==> src/rtl/dma_port_pkg.sv <==
package dma_port_pkg;
  localparam int CH_PER_GRP = 4;
  localparam int CH_W       = $clog2(CH_PER_GRP);
  localparam int REG_W      = 16;
  localparam int BYTE_W     = 8;

  typedef struct packed {
    logic            reg_hit;   // address is a 16-bit register port of this group
    logic [CH_W-1:0] chan;      // local channel index
    logic            is_cnt;    // 1: word count, 0: base address
    logic            clr_ptr;   // clear byte pointer command port
    logic            mclr;      // master clear command port
    logic            clr_mask;  // clear mask command port
  } grp_dec_t;
endpackage

==> src/rtl/dma_grp_decode.sv <==
module dma_grp_decode
  import dma_port_pkg::*;
#(
  parameter int ADDR_W    = 8,
  parameter int REG_BASE  = 0,
  parameter int SHIFT     = 0,   // 0: ports packed, 1: even ports only
  parameter int P_CLRPTR  = 'h0C,
  parameter int P_MCLR    = 'h0D,
  parameter int P_CLRMASK = 'h0E
) (
  input  logic [ADDR_W-1:0] io_addr,
  output grp_dec_t          dec
);
  localparam int SPAN = (2 * CH_PER_GRP) << SHIFT;
  localparam logic [ADDR_W-1:0] BASE_V  = ADDR_W'(REG_BASE);
  localparam logic [ADDR_W-1:0] SPAN_V  = ADDR_W'(SPAN);
  localparam logic [ADDR_W-1:0] ALIGN_M = ADDR_W'((1 << SHIFT) - 1);

  logic [ADDR_W-1:0] off;
  logic [ADDR_W-1:0] idx;

  always_comb begin
    off          = io_addr - BASE_V;
    idx          = off >> SHIFT;
    dec.reg_hit  = (io_addr >= BASE_V) && (off < SPAN_V) && ((off & ALIGN_M) == '0);
    dec.chan     = idx[CH_W:1];
    dec.is_cnt   = idx[0];
    dec.clr_ptr  = (io_addr == ADDR_W'(P_CLRPTR));
    dec.mclr     = (io_addr == ADDR_W'(P_MCLR));
    dec.clr_mask = (io_addr == ADDR_W'(P_CLRMASK));
  end
endmodule

==> src/rtl/dma_grp_regs.sv <==
module dma_grp_regs
  import dma_port_pkg::*;
(
  input  logic                       clk,
  input  logic                       rst,
  input  logic                       wr,
  input  logic                       rd,
  input  logic [BYTE_W-1:0]          wdata,
  input  grp_dec_t                   dec,
  output logic [BYTE_W-1:0]          rd_byte,
  output logic [CH_PER_GRP-1:0]      mask_o,
  output logic [CH_PER_GRP*REG_W-1:0] base_o,
  output logic [CH_PER_GRP*REG_W-1:0] cnt_o
);
  logic                  ptr_q;
  logic [CH_PER_GRP-1:0] mask_q;
  logic [REG_W-1:0]      base_q [CH_PER_GRP];
  logic [REG_W-1:0]      cnt_q  [CH_PER_GRP];
  logic                  reg_acc;
  logic                  do_mclr;
  logic [REG_W-1:0]      sel_reg;

  assign reg_acc = dec.reg_hit && (wr || rd);
  assign do_mclr = wr && dec.mclr;

  // byte pointer flip-flop
  always_ff @(posedge clk) begin
    if (rst || do_mclr)               ptr_q <= 1'b0;
    else if (wr && dec.clr_ptr)       ptr_q <= 1'b0;
    else if (reg_acc)                 ptr_q <= ~ptr_q;
  end

  // channel mask bits
  always_ff @(posedge clk) begin
    if (rst || do_mclr)               mask_q <= '1;
    else if (wr && dec.clr_mask)      mask_q <= '0;
  end

  // 16-bit registers, contents undefined until written, no reset
  always_ff @(posedge clk) begin
    if (wr && dec.reg_hit) begin
      if (dec.is_cnt) begin
        if (ptr_q) cnt_q[dec.chan][15:8]  <= wdata;
        else       cnt_q[dec.chan][7:0]   <= wdata;
      end else begin
        if (ptr_q) base_q[dec.chan][15:8] <= wdata;
        else       base_q[dec.chan][7:0]  <= wdata;
      end
    end
  end

  always_comb begin
    sel_reg = dec.is_cnt ? cnt_q[dec.chan] : base_q[dec.chan];
    rd_byte = ptr_q ? sel_reg[15:8] : sel_reg[7:0];
  end

  assign mask_o = mask_q;

  for (genvar c = 0; c < CH_PER_GRP; c++) begin : g_flat
    assign base_o[c*REG_W +: REG_W] = base_q[c];
    assign cnt_o[c*REG_W +: REG_W]  = cnt_q[c];
  end

  // ---------------- assertions ----------------
  assert_reset_R4: assert property (@(posedge clk)
    rst |=> (ptr_q == 1'b0) && (mask_q == '1));

  assert_clr_ptr_R1: assert property (@(posedge clk) disable iff (rst)
    (wr && dec.clr_ptr) |=> (ptr_q == 1'b0));

  assert_ptr_toggle_R2: assert property (@(posedge clk) disable iff (rst)
    (dec.reg_hit && (wr || rd)) |=> (ptr_q != $past(ptr_q)));

  assert_mclr_R5: assert property (@(posedge clk) disable iff (rst)
    (wr && dec.mclr) |=> (ptr_q == 1'b0) && (mask_q == '1));

  assert_clr_mask_R6: assert property (@(posedge clk) disable iff (rst)
    (wr && dec.clr_mask) |=> (mask_q == '0));

  assert_idle_R9: assert property (@(posedge clk) disable iff (rst)
    !((wr || rd) && (dec.reg_hit || dec.clr_ptr || dec.mclr || dec.clr_mask))
      |=> $stable(ptr_q) && $stable(mask_q));

  assert_cmd_read_R8: assert property (@(posedge clk) disable iff (rst)
    (rd && !wr && !dec.reg_hit) |=> $stable(ptr_q) && $stable(mask_q));
endmodule

==> src/rtl/dma_port_regs.sv <==
module dma_port_regs
  import dma_port_pkg::*;
#(
  parameter int ADDR_W       = 8,
  parameter int LO_REG_BASE  = 'h00,
  parameter int LO_CLRPTR    = 'h0C,
  parameter int LO_MCLR      = 'h0D,
  parameter int LO_CLRMASK   = 'h0E,
  parameter int HI_REG_BASE  = 'hC0,
  parameter int HI_CLRPTR    = 'hD8,
  parameter int HI_MCLR      = 'hDA,
  parameter int HI_CLRMASK   = 'hDC
) (
  input  logic                            clk,
  input  logic                            rst,
  input  logic [ADDR_W-1:0]               io_addr,
  input  logic [BYTE_W-1:0]               io_wdata,
  input  logic                            io_wr,
  input  logic                            io_rd,
  output logic [BYTE_W-1:0]               io_rdata,
  output logic [2*CH_PER_GRP-1:0]         chan_mask_o,
  output logic [2*CH_PER_GRP*REG_W-1:0]   base_addr_o,
  output logic [2*CH_PER_GRP*REG_W-1:0]   word_cnt_o
);
  localparam int NGRP  = 2;
  localparam int GBITS = CH_PER_GRP * REG_W;

  grp_dec_t          dec_g  [NGRP];
  logic [BYTE_W-1:0] byte_g [NGRP];
  logic              any_hit;

  for (genvar g = 0; g < NGRP; g++) begin : g_grp
    localparam int BASE = (g == 0) ? LO_REG_BASE : HI_REG_BASE;
    localparam int SH   = (g == 0) ? 0 : 1;
    localparam int PCP  = (g == 0) ? LO_CLRPTR  : HI_CLRPTR;
    localparam int PMC  = (g == 0) ? LO_MCLR    : HI_MCLR;
    localparam int PCM  = (g == 0) ? LO_CLRMASK : HI_CLRMASK;

    dma_grp_decode #(
      .ADDR_W(ADDR_W), .REG_BASE(BASE), .SHIFT(SH),
      .P_CLRPTR(PCP), .P_MCLR(PMC), .P_CLRMASK(PCM)
    ) u_dec (
      .io_addr (io_addr),
      .dec     (dec_g[g])
    );

    dma_grp_regs u_regs (
      .clk     (clk),
      .rst     (rst),
      .wr      (io_wr),
      .rd      (io_rd),
      .wdata   (io_wdata),
      .dec     (dec_g[g]),
      .rd_byte (byte_g[g]),
      .mask_o  (chan_mask_o[g*CH_PER_GRP +: CH_PER_GRP]),
      .base_o  (base_addr_o[g*GBITS +: GBITS]),
      .cnt_o   (word_cnt_o[g*GBITS +: GBITS])
    );
  end

  assign any_hit = dec_g[0].reg_hit || dec_g[1].reg_hit;

  // registered read data; write wins over a simultaneous read
  always_ff @(posedge clk) begin
    if (rst)                        io_rdata <= '0;
    else if (io_rd && !io_wr) begin
      if (dec_g[0].reg_hit)         io_rdata <= byte_g[0];
      else if (dec_g[1].reg_hit)    io_rdata <= byte_g[1];
      else                          io_rdata <= '0;
    end
  end

  assert_rdata_zero_R8: assert property (@(posedge clk) disable iff (rst)
    (io_rd && !io_wr && !any_hit) |=> (io_rdata == '0));

  assert_rdata_hold_R10: assert property (@(posedge clk) disable iff (rst)
    io_wr |=> $stable(io_rdata));
endmodule

==> config.mk <==
export PLATFORM = sky130hd
export DESIGN_NAME = dma_port_regs
export DESIGN_NICKNAME = d
export VERILOG_FILES = /design/src/rtl/dma_port_pkg.sv /design/src/rtl/dma_grp_decode.sv /design/src/rtl/dma_grp_regs.sv /design/src/rtl/dma_port_regs.sv
export SDC_FILE = /design/constraint.sdc
export NUM_CORES = 1
export LEC_CHECK = 0
export ABC_CLOCK_PERIOD_IN_PS = 2400
export BUFFER_PORTS_ARGS = -buffer_cell sky130_fd_sc_hd__buf_2
export CAP_MARGIN = 20
export CORE_ASPECT_RATIO = 0.5
export CORE_UTILIZATION = 35
export DETAILED_ROUTE_END_ITERATION = 10
export SLEW_MARGIN = 20
export SYNTH_ARGS = -nofsm -noshare
export SYNTH_HDL_FRONTEND = slang
export SYNTH_SLANG_ARGS = --single-unit
==> constraint.sdc <==
create_clock -name clk -period 2.4 [get_ports clk]
set_input_delay 0.48 -clock clk [delete_from_list [all_inputs] [get_ports clk]]
set_output_delay 0.48 -clock clk [all_outputs]
set_load 0.005 [all_outputs]
# Word-level counts from Yosys, hierarchy flattened
# Memories as Yosys holds them, arrays and structs flattened.
# Index checks and enable logic that the tools add are counted.
[totals]
reg_bits = 18
ram_bits = 256
input_bits = 20
out_inout_bits = 272
elab_cells = 77
mem_count = 4
[mem_list]
columns = ["name", "depth", "width", "read_ports", "rd_clocked_by_memory_dff", "wr", "line_no", "text"]
rows = [
  ["g_grp[0].u_regs.base_q", 4, 16, 5, 0, 1, "dma_grp_regs.sv:17", "logic [REG_W-1:0] base_q [CH_PER_GRP];"],
  ["g_grp[0].u_regs.cnt_q", 4, 16, 5, 0, 1, "dma_grp_regs.sv:18", "logic [REG_W-1:0] cnt_q [CH_PER_GRP];"],
  ["g_grp[1].u_regs.base_q", 4, 16, 5, 0, 1, "dma_grp_regs.sv:17", ""],
  ["g_grp[1].u_regs.cnt_q", 4, 16, 5, 0, 1, "dma_grp_regs.sv:18", ""],
]
[classes]
add_sub_neg = 1
n_lt_le_gt_ge = 4
eq_ne = 6
n_mux = 34
n_bitwise = 2
reduce_logical = 21
[op_table]
columns = ["op", "n"]
rows = [
  ["two-way mux 16 bit", 2],
  ["two-way mux 8 bit", 4],
  ["two-way mux 1 bit", 28],
  ["== test 8 x 4 -> 1 bit, second input constant", 3],
  ["== test 8 bit, second input constant", 3],
  ["logical AND 1 bit", 14],
  [">= comparator 8 x 1 -> 1 bit, second input constant", 1],
  [">= comparator 8 bit, second input constant", 1],
  ["zero test 8 bit", 1],
  ["less-than comparator 8 x 4 -> 1 bit, second input constant", 1],
  ["less-than comparator 8 x 5 -> 1 bit, second input constant", 1],
  ["subtractor 8 bit, second input constant", 1],
  ["OR reduction 2 bit", 2],
  ["logical OR 1 bit", 3],
  ["inverter 1 bit", 2],
  ["zero test 1 bit", 1],
]

# Longest topological paths before layout
[depth]
depth_word = 7
ltp_mapped = 8
ltp_nobuf = 4

# By module
# From an unflattened synthesis, not the netlist that was laid out.
[unflattened]
hier_cells = 536
area_unflattened_um2 = 10578.9
[modules_own_cells]
columns = ["mod", "instances", "cells_each", "area_per_inst_um2", "seq_area_each_um2"]
rows = [
  ["dma_grp_regs", 2, 238, 5024.8, 3883.7],
  ["dma_port_regs", 1, 40, 367.9, 160.2],
  ["dma_grp_decode at g_grp[1].u_dec", 1, 10, 88.8, 0.0],
  ["dma_grp_decode at g_grp[0].u_dec", 1, 10, 72.6, 0.0],
]

# Worst setup path before layout
# OpenSTA, ideal clock, no wires.
[synth_timing]
path_type = "input -> register"
from = "in io_addr[7]"
to = "mem g_grp[0].u_regs.base_q[0][10] (enable)"
setup_time_ns = 0.383
arrival_time_ns = 2.128
required_time_ns = 2.017
setup_slack_ns = -0.112
path_stages = 5
n_path_buf = 1
cell_sequence = "or4_1 > buf_2 > nor2_4 > nand4b_1 > nor3_1"
[synth_via]
elab_chain_len = 5
elab_cells_between_ends = 6
cone_classes = "2 x order compare; 2 x mux; 2 x reduce/logical"
[synth_rtl]
columns = ["element", "line_no", "text"]
rows = [
  ["from (decl)", "dma_port_regs.sv:16", "input logic [ADDR_W-1:0] io_addr,"],
  [">= comparator 8 x 1 -> 1 bit or less-than comparator 8 x 4 -> 1 bit (tied branches)", "dma_grp_decode.sv:25", "dec.reg_hit = (io_addr >= BASE_V) && (off < SPAN_V) && ((off & ALIGN_M) == '0);"],
  ["logical AND 1 bit (*)", "dma_grp_decode.sv:25", ""],
  ["logical AND 1 bit (*)", "dma_grp_regs.sv:41", "if (wr && dec.reg_hit) begin"],
  ["two-way mux 1 bit (*)", "dma_grp_regs.sv:41", ""],
  ["two-way mux 1 bit (implied by the code) (*)", "dma_grp_regs.sv:46", "if (ptr_q) base_q[dec.chan][15:8] <= wdata;"],
  ["to (decl)", "dma_grp_regs.sv:17", ""],
]
# Every way passes the cells marked *; elsewhere a longest branch is shown, timed or not.

# Worst setup path in the final report
[layout_timing]
from = "reg g_grp[1].u_regs.ptr_q"
to = "reg io_rdata[0]"
[layout_via]
elab_chain_len = 3
[layout_rtl]
columns = ["element", "line_no", "text"]
rows = [
  ["from (decl)", "dma_grp_regs.sv:15", "logic ptr_q;"],
  ["from (signal assigned)", "dma_grp_regs.sv:30", "else if (reg_acc) ptr_q <= ~ptr_q;"],
  ["two-way mux 8 bit", "dma_grp_regs.sv:54", "rd_byte = ptr_q ? sel_reg[15:8] : sel_reg[7:0];"],
  ["two-way mux 8 bit", "dma_port_regs.sv:68", "else if (dec_g[1].reg_hit) io_rdata <= byte_g[1];"],
  ["two-way mux 8 bit", "dma_port_regs.sv:67", "if (dec_g[0].reg_hit) io_rdata <= byte_g[0];"],
  ["to (signal assigned)", "dma_port_regs.sv:67", ""],
  ["to (signal assigned)", "dma_port_regs.sv:68", ""],
  ["to (decl)", "dma_port_regs.sv:20", "output logic [BYTE_W-1:0] io_rdata,"],
]
# Every way passes these cells.
# A chain may end at the register's enable or synchronous reset.

==> flow_metrics.env <==
export IMPL_status="complete, no violations"
export IMPL_cts_repair_resized=0
export IMPL_syn_nets=597
export IMPL_die_y_um=126
export IMPL_core_rowCount=45
export IMPL_num_fill_cells=2652
export IMPL_firstDrtPassIters=5
export IMPL_drt_wl_total_mm=33.7
export IMPL_cts_path_max_buffers=3
export IMPL_critPathBufInv=0
export IMPL_grt_first_pass_wirelength_mm=47.7
export IMPL_leakage_uw=0.00509
export IMPL_finalClockSkew_ns=0.0159
export IMPL_clk_latency_ns=0.53
export IMPL_cp_top_family="multiplexers"
export IMPL_numCtsBuffers=26
export IMPL_worst_r2r_path_depth=4
export IMPL_fin_crit_ns=1.92
export IMPL_max_freq_mhz=520
export IMPL_seq_area_frac_synth_pct=73.4
export IMPL_initial_core_util_pct=35.6
export IMPL_hold_viol_final=0
export IMPL_maxCapViolCount=0
export IMPL_period_share_pct=80.2
export IMPL_critPathSlowestCell="dfxtp_1"
export IMPL_power_density_nw_per_um2=687
export IMPL_vias_per_cell=5.23
export IMPL_clock_root_buffer="clkbuf_16"
export IMPL_grt_antenna_before_repair=0
export IMPL_max_slew_margin_pct=49.2
export IMPL_cp_arrival_ns=2.32
export IMPL_synth_simple_area_share_pct=4.85
export IMPL_cts_sinks=268
export IMPL_max_vdd_ir_drop_v=0.000447
export IMPL_cp_startpoint="g_grp[1].u_regs.ptr_q"
export IMPL_remaining_drc_errors=0
export IMPL_synth_fa_ha_area_share_pct=0
export IMPL_holdWs_ns=0.315
export IMPL_postCtsSetupRepairBufs=0
export IMPL_start_kind="flip-flop"
export IMPL_rrSetupSlack_ns=0.48
export IMPL_dpl_hpwl_mm=24.3
export IMPL_hp_class="in -> reg"
export IMPL_timing_rr_end="io_rdata[0]"
export IMPL_wl_per_cell_um=25.2
export IMPL_cp_depth=4
export IMPL_fp_dieW_um=250
export IMPL_maxSlewViolCount=0
export IMPL_grt_max_degree=33
export IMPL_core_um2=30300
export IMPL_synth_ff_latch_count=268
export IMPL_grt_pass1_vias=6997
export IMPL_cts_hold_buf=0
export IMPL_yosys_warnings=0
export IMPL_gp_congestion=0.889
export IMPL_postLayoutCoreUtil_pct=45.9
export IMPL_port_buffers=291
export IMPL_routed_via_count=7000
export IMPL_synthDistinctLibCells=48
export IMPL_slowest_delay_ns=0.71
export IMPL_cp_required_ns=2.80
export IMPL_setup_viol=0
export IMPL_clk_pin_slew_worst_paths_ns=0.06
export IMPL_drive_gt1_share_pct=49.5
export IMPL_tightest_slew_ns=0.762
export IMPL_path_class="reg -> reg"
export IMPL_dpl_cell_area_um2=13100
export IMPL_areaGrowthSynthToFinish_pct=28.9
export IMPL_holdPathStages=4
export IMPL_synth_xor_area_share_pct=0.0811
export IMPL_final_cells=1338
export IMPL_cts_tree="yes"
export IMPL_syn_cell_area_um2=10800
export IMPL_syn_avg_cell_area_um2=18.7
export IMPL_ctsHtreeMaxLevel=1
export IMPL_track_usage_pct=20.7
export IMPL_dieArea_um2=31600
export IMPL_postLayoutCellArea_um2=13900
export IMPL_synth_edf_count=256
export IMPL_synthArstFlopShare_pct=0
export IMPL_fin_total_pwr_uw=9570
export IMPL_synth_compound_area_share_pct=5.20
export IMPL_antenna_left=0
export IMPL_diodes=0
export IMPL_cp_endpoint="io_rdata[0]"
export IMPL_rsz0062_at_grt="no"
export IMPL_ios=292
export IMPL_regToRegStartpoint="g_grp[1].u_regs.ptr_q"
export IMPL_drt_iter0_markers=577
export IMPL_gr_total_overflow=0
export IMPL_synthCells=577
export IMPL_dp_cells=1294
export IMPL_crit_path_end_kind="flip-flop"
export IMPL_synth_top_family_by_area="multiplexers"
export IMPL_crit_chain="mux4_2 -> mux2i_1 -> a2111o_1 -> o211ai_1"
export IMPL_synthMuxAreaShare_pct=13.8
export IMPL_crit_path_max_fanout=13
export IMPL_final_nets=943
export IMPL_ys_flop_type="edfxtp_1"
==> area by class of cell <==
cell class	count	area [µm²]	share of cell area, %
clock inverters	14	114	0.817
well taps	399	499	3.58
flip-flops and latches	268	7930	56.9
multi-input cells	260	2620	18.8
clock buffers	30	687	4.93
repair buffers	360	2050	14.7
inverters	7	26.3	0.189
==> worst min-delay path, stage by stage <==
cell	delay, ns
buf_2	0.11
nor4_1	0.07
nor2_1	0.08
o21bai_1	0.06
==> per-stage QoR <==
step	setup slack, ns	setup TNS, ns
2_1_floorplan	0.00706	0
3_3_place_gp	-0.0101	-0.0101
3_5_place_dp	-0.0545	-0.0885
4_1_cts	0.494	0
5_1_grt	0.412	0
6_report	0.476	0
==> Yosys cell counts, types with 5 or more instances <==
cell type	count	area (µm²)
buf_4	13	97.6
nand3_1	5	25.0
mux4_2	48	1080
mux2i_1	32	320
nor2_1	31	116
nand2b_1	7	43.8
a21oi_1	10	50.1
nor2b_1	11	68.8
edfxtp_1	256	7690
o2111ai_1	13	114
a22oi_1	13	97.6
a211oi_1	7	52.6
clkbuf_1	12	45.0
buf_2	10	50.1
mux2_2	8	90.1
nand2_1	13	48.8
dfxtp_1	12	240
buf_6	6	67.6
o211ai_1	7	52.6
nor3_1	11	55.1
inv_1	7	26.3
==> flip-flops by register name, summed over array words and instances, names as in the netlist <==
| register | cells |
|---|---|
| g_grp.u_regs.base_q | 128 |
| g_grp.u_regs.ptr_q | 2 |
| io_rdata | 8 |
| g_grp.u_regs.cnt_q | 128 |
| g_grp.u_regs.mask_o | 2 |
==> worst min path at each step <==
| stage | start | endpoint | slack (ns) |
|---|---|---|---|
| after floorplan | io_rdata[6] | io_rdata[6] | 0.50 |
| after global placement | io_rdata[6] | io_rdata[6] | 0.50 |
| after detailed placement | io_rdata[6] | io_rdata[6] | 0.52 |
| after CTS | io_addr[5] | g_grp[1].u_regs.mask_o[2] | 0.30 |
| after global routing | io_addr[5] | g_grp[1].u_regs.mask_o[2] | 0.33 |
| final | io_addr[5] | g_grp[1].u_regs.mask_o[2] | 0.32 |
==> report_power, final <==
group          internal, µW  switching, µW
Clock                  2240           1680
Combinational           195            306
Sequential             5130           10.5
Total                  7570           2000
==> placed cells by master (no fill, tap or decap), types with 3 or more instances in the layout <==
cell type | netlist | final
o211ai_1 | 7 | 7
or2_2 | 4 | 4
a22oi_1 | 13 | 13
nor3_2 | 0 | 7
edfxtp_1 | 256 | 256
a21oi_1 | 10 | 10
a211oi_1 | 7 | 7
nand2b_1 | 7 | 7
buf_2 | 10 | 289
buf_4 | 13 | 65
clkinv_2 | 0 | 4
mux2_2 | 8 | 8
inv_1 | 7 | 7
clkbuf_1 | 12 | 3
clkbuf_16 | 0 | 27
nor3_1 | 11 | 4
nor2b_1 | 11 | 11
nand4b_1 | 3 | 3
buf_12 | 0 | 6
a2111oi_0 | 4 | 4
dfxtp_1 | 12 | 12
nand2_1 | 13 | 13
or4_1 | 3 | 3
a22o_1 | 3 | 3
clkinv_1 | 0 | 7
nor2_1 | 31 | 31
mux4_2 | 48 | 48
mux2i_1 | 32 | 32
nand3_1 | 5 | 5
o2111ai_1 | 13 | 13
==> routing by layer <==
metal	vias to the layer above	routed length [µm]	share of wire [%]	track usage (%)
met1	3641	14000	42	27.5
li1	3054	-	-	-
met4	0	847	2.5	5.52
met3	46	2050	6.1	4.30
met5	-	0	0	0
met2	259	16800	50	34.7
==> cells by family after synthesis <==
| logic type | count (synthesis) |
|---|---|
| muxes | 88 |
| and+or+nand+nor | 99 |
| AOI/OAI and AO/OA | 72 |
| buffers and inverters | 49 |
| DFF | 268 |
| xor gates and xnor gates | 1 |
Note: power is estimated with default switching activity, not from simulation.
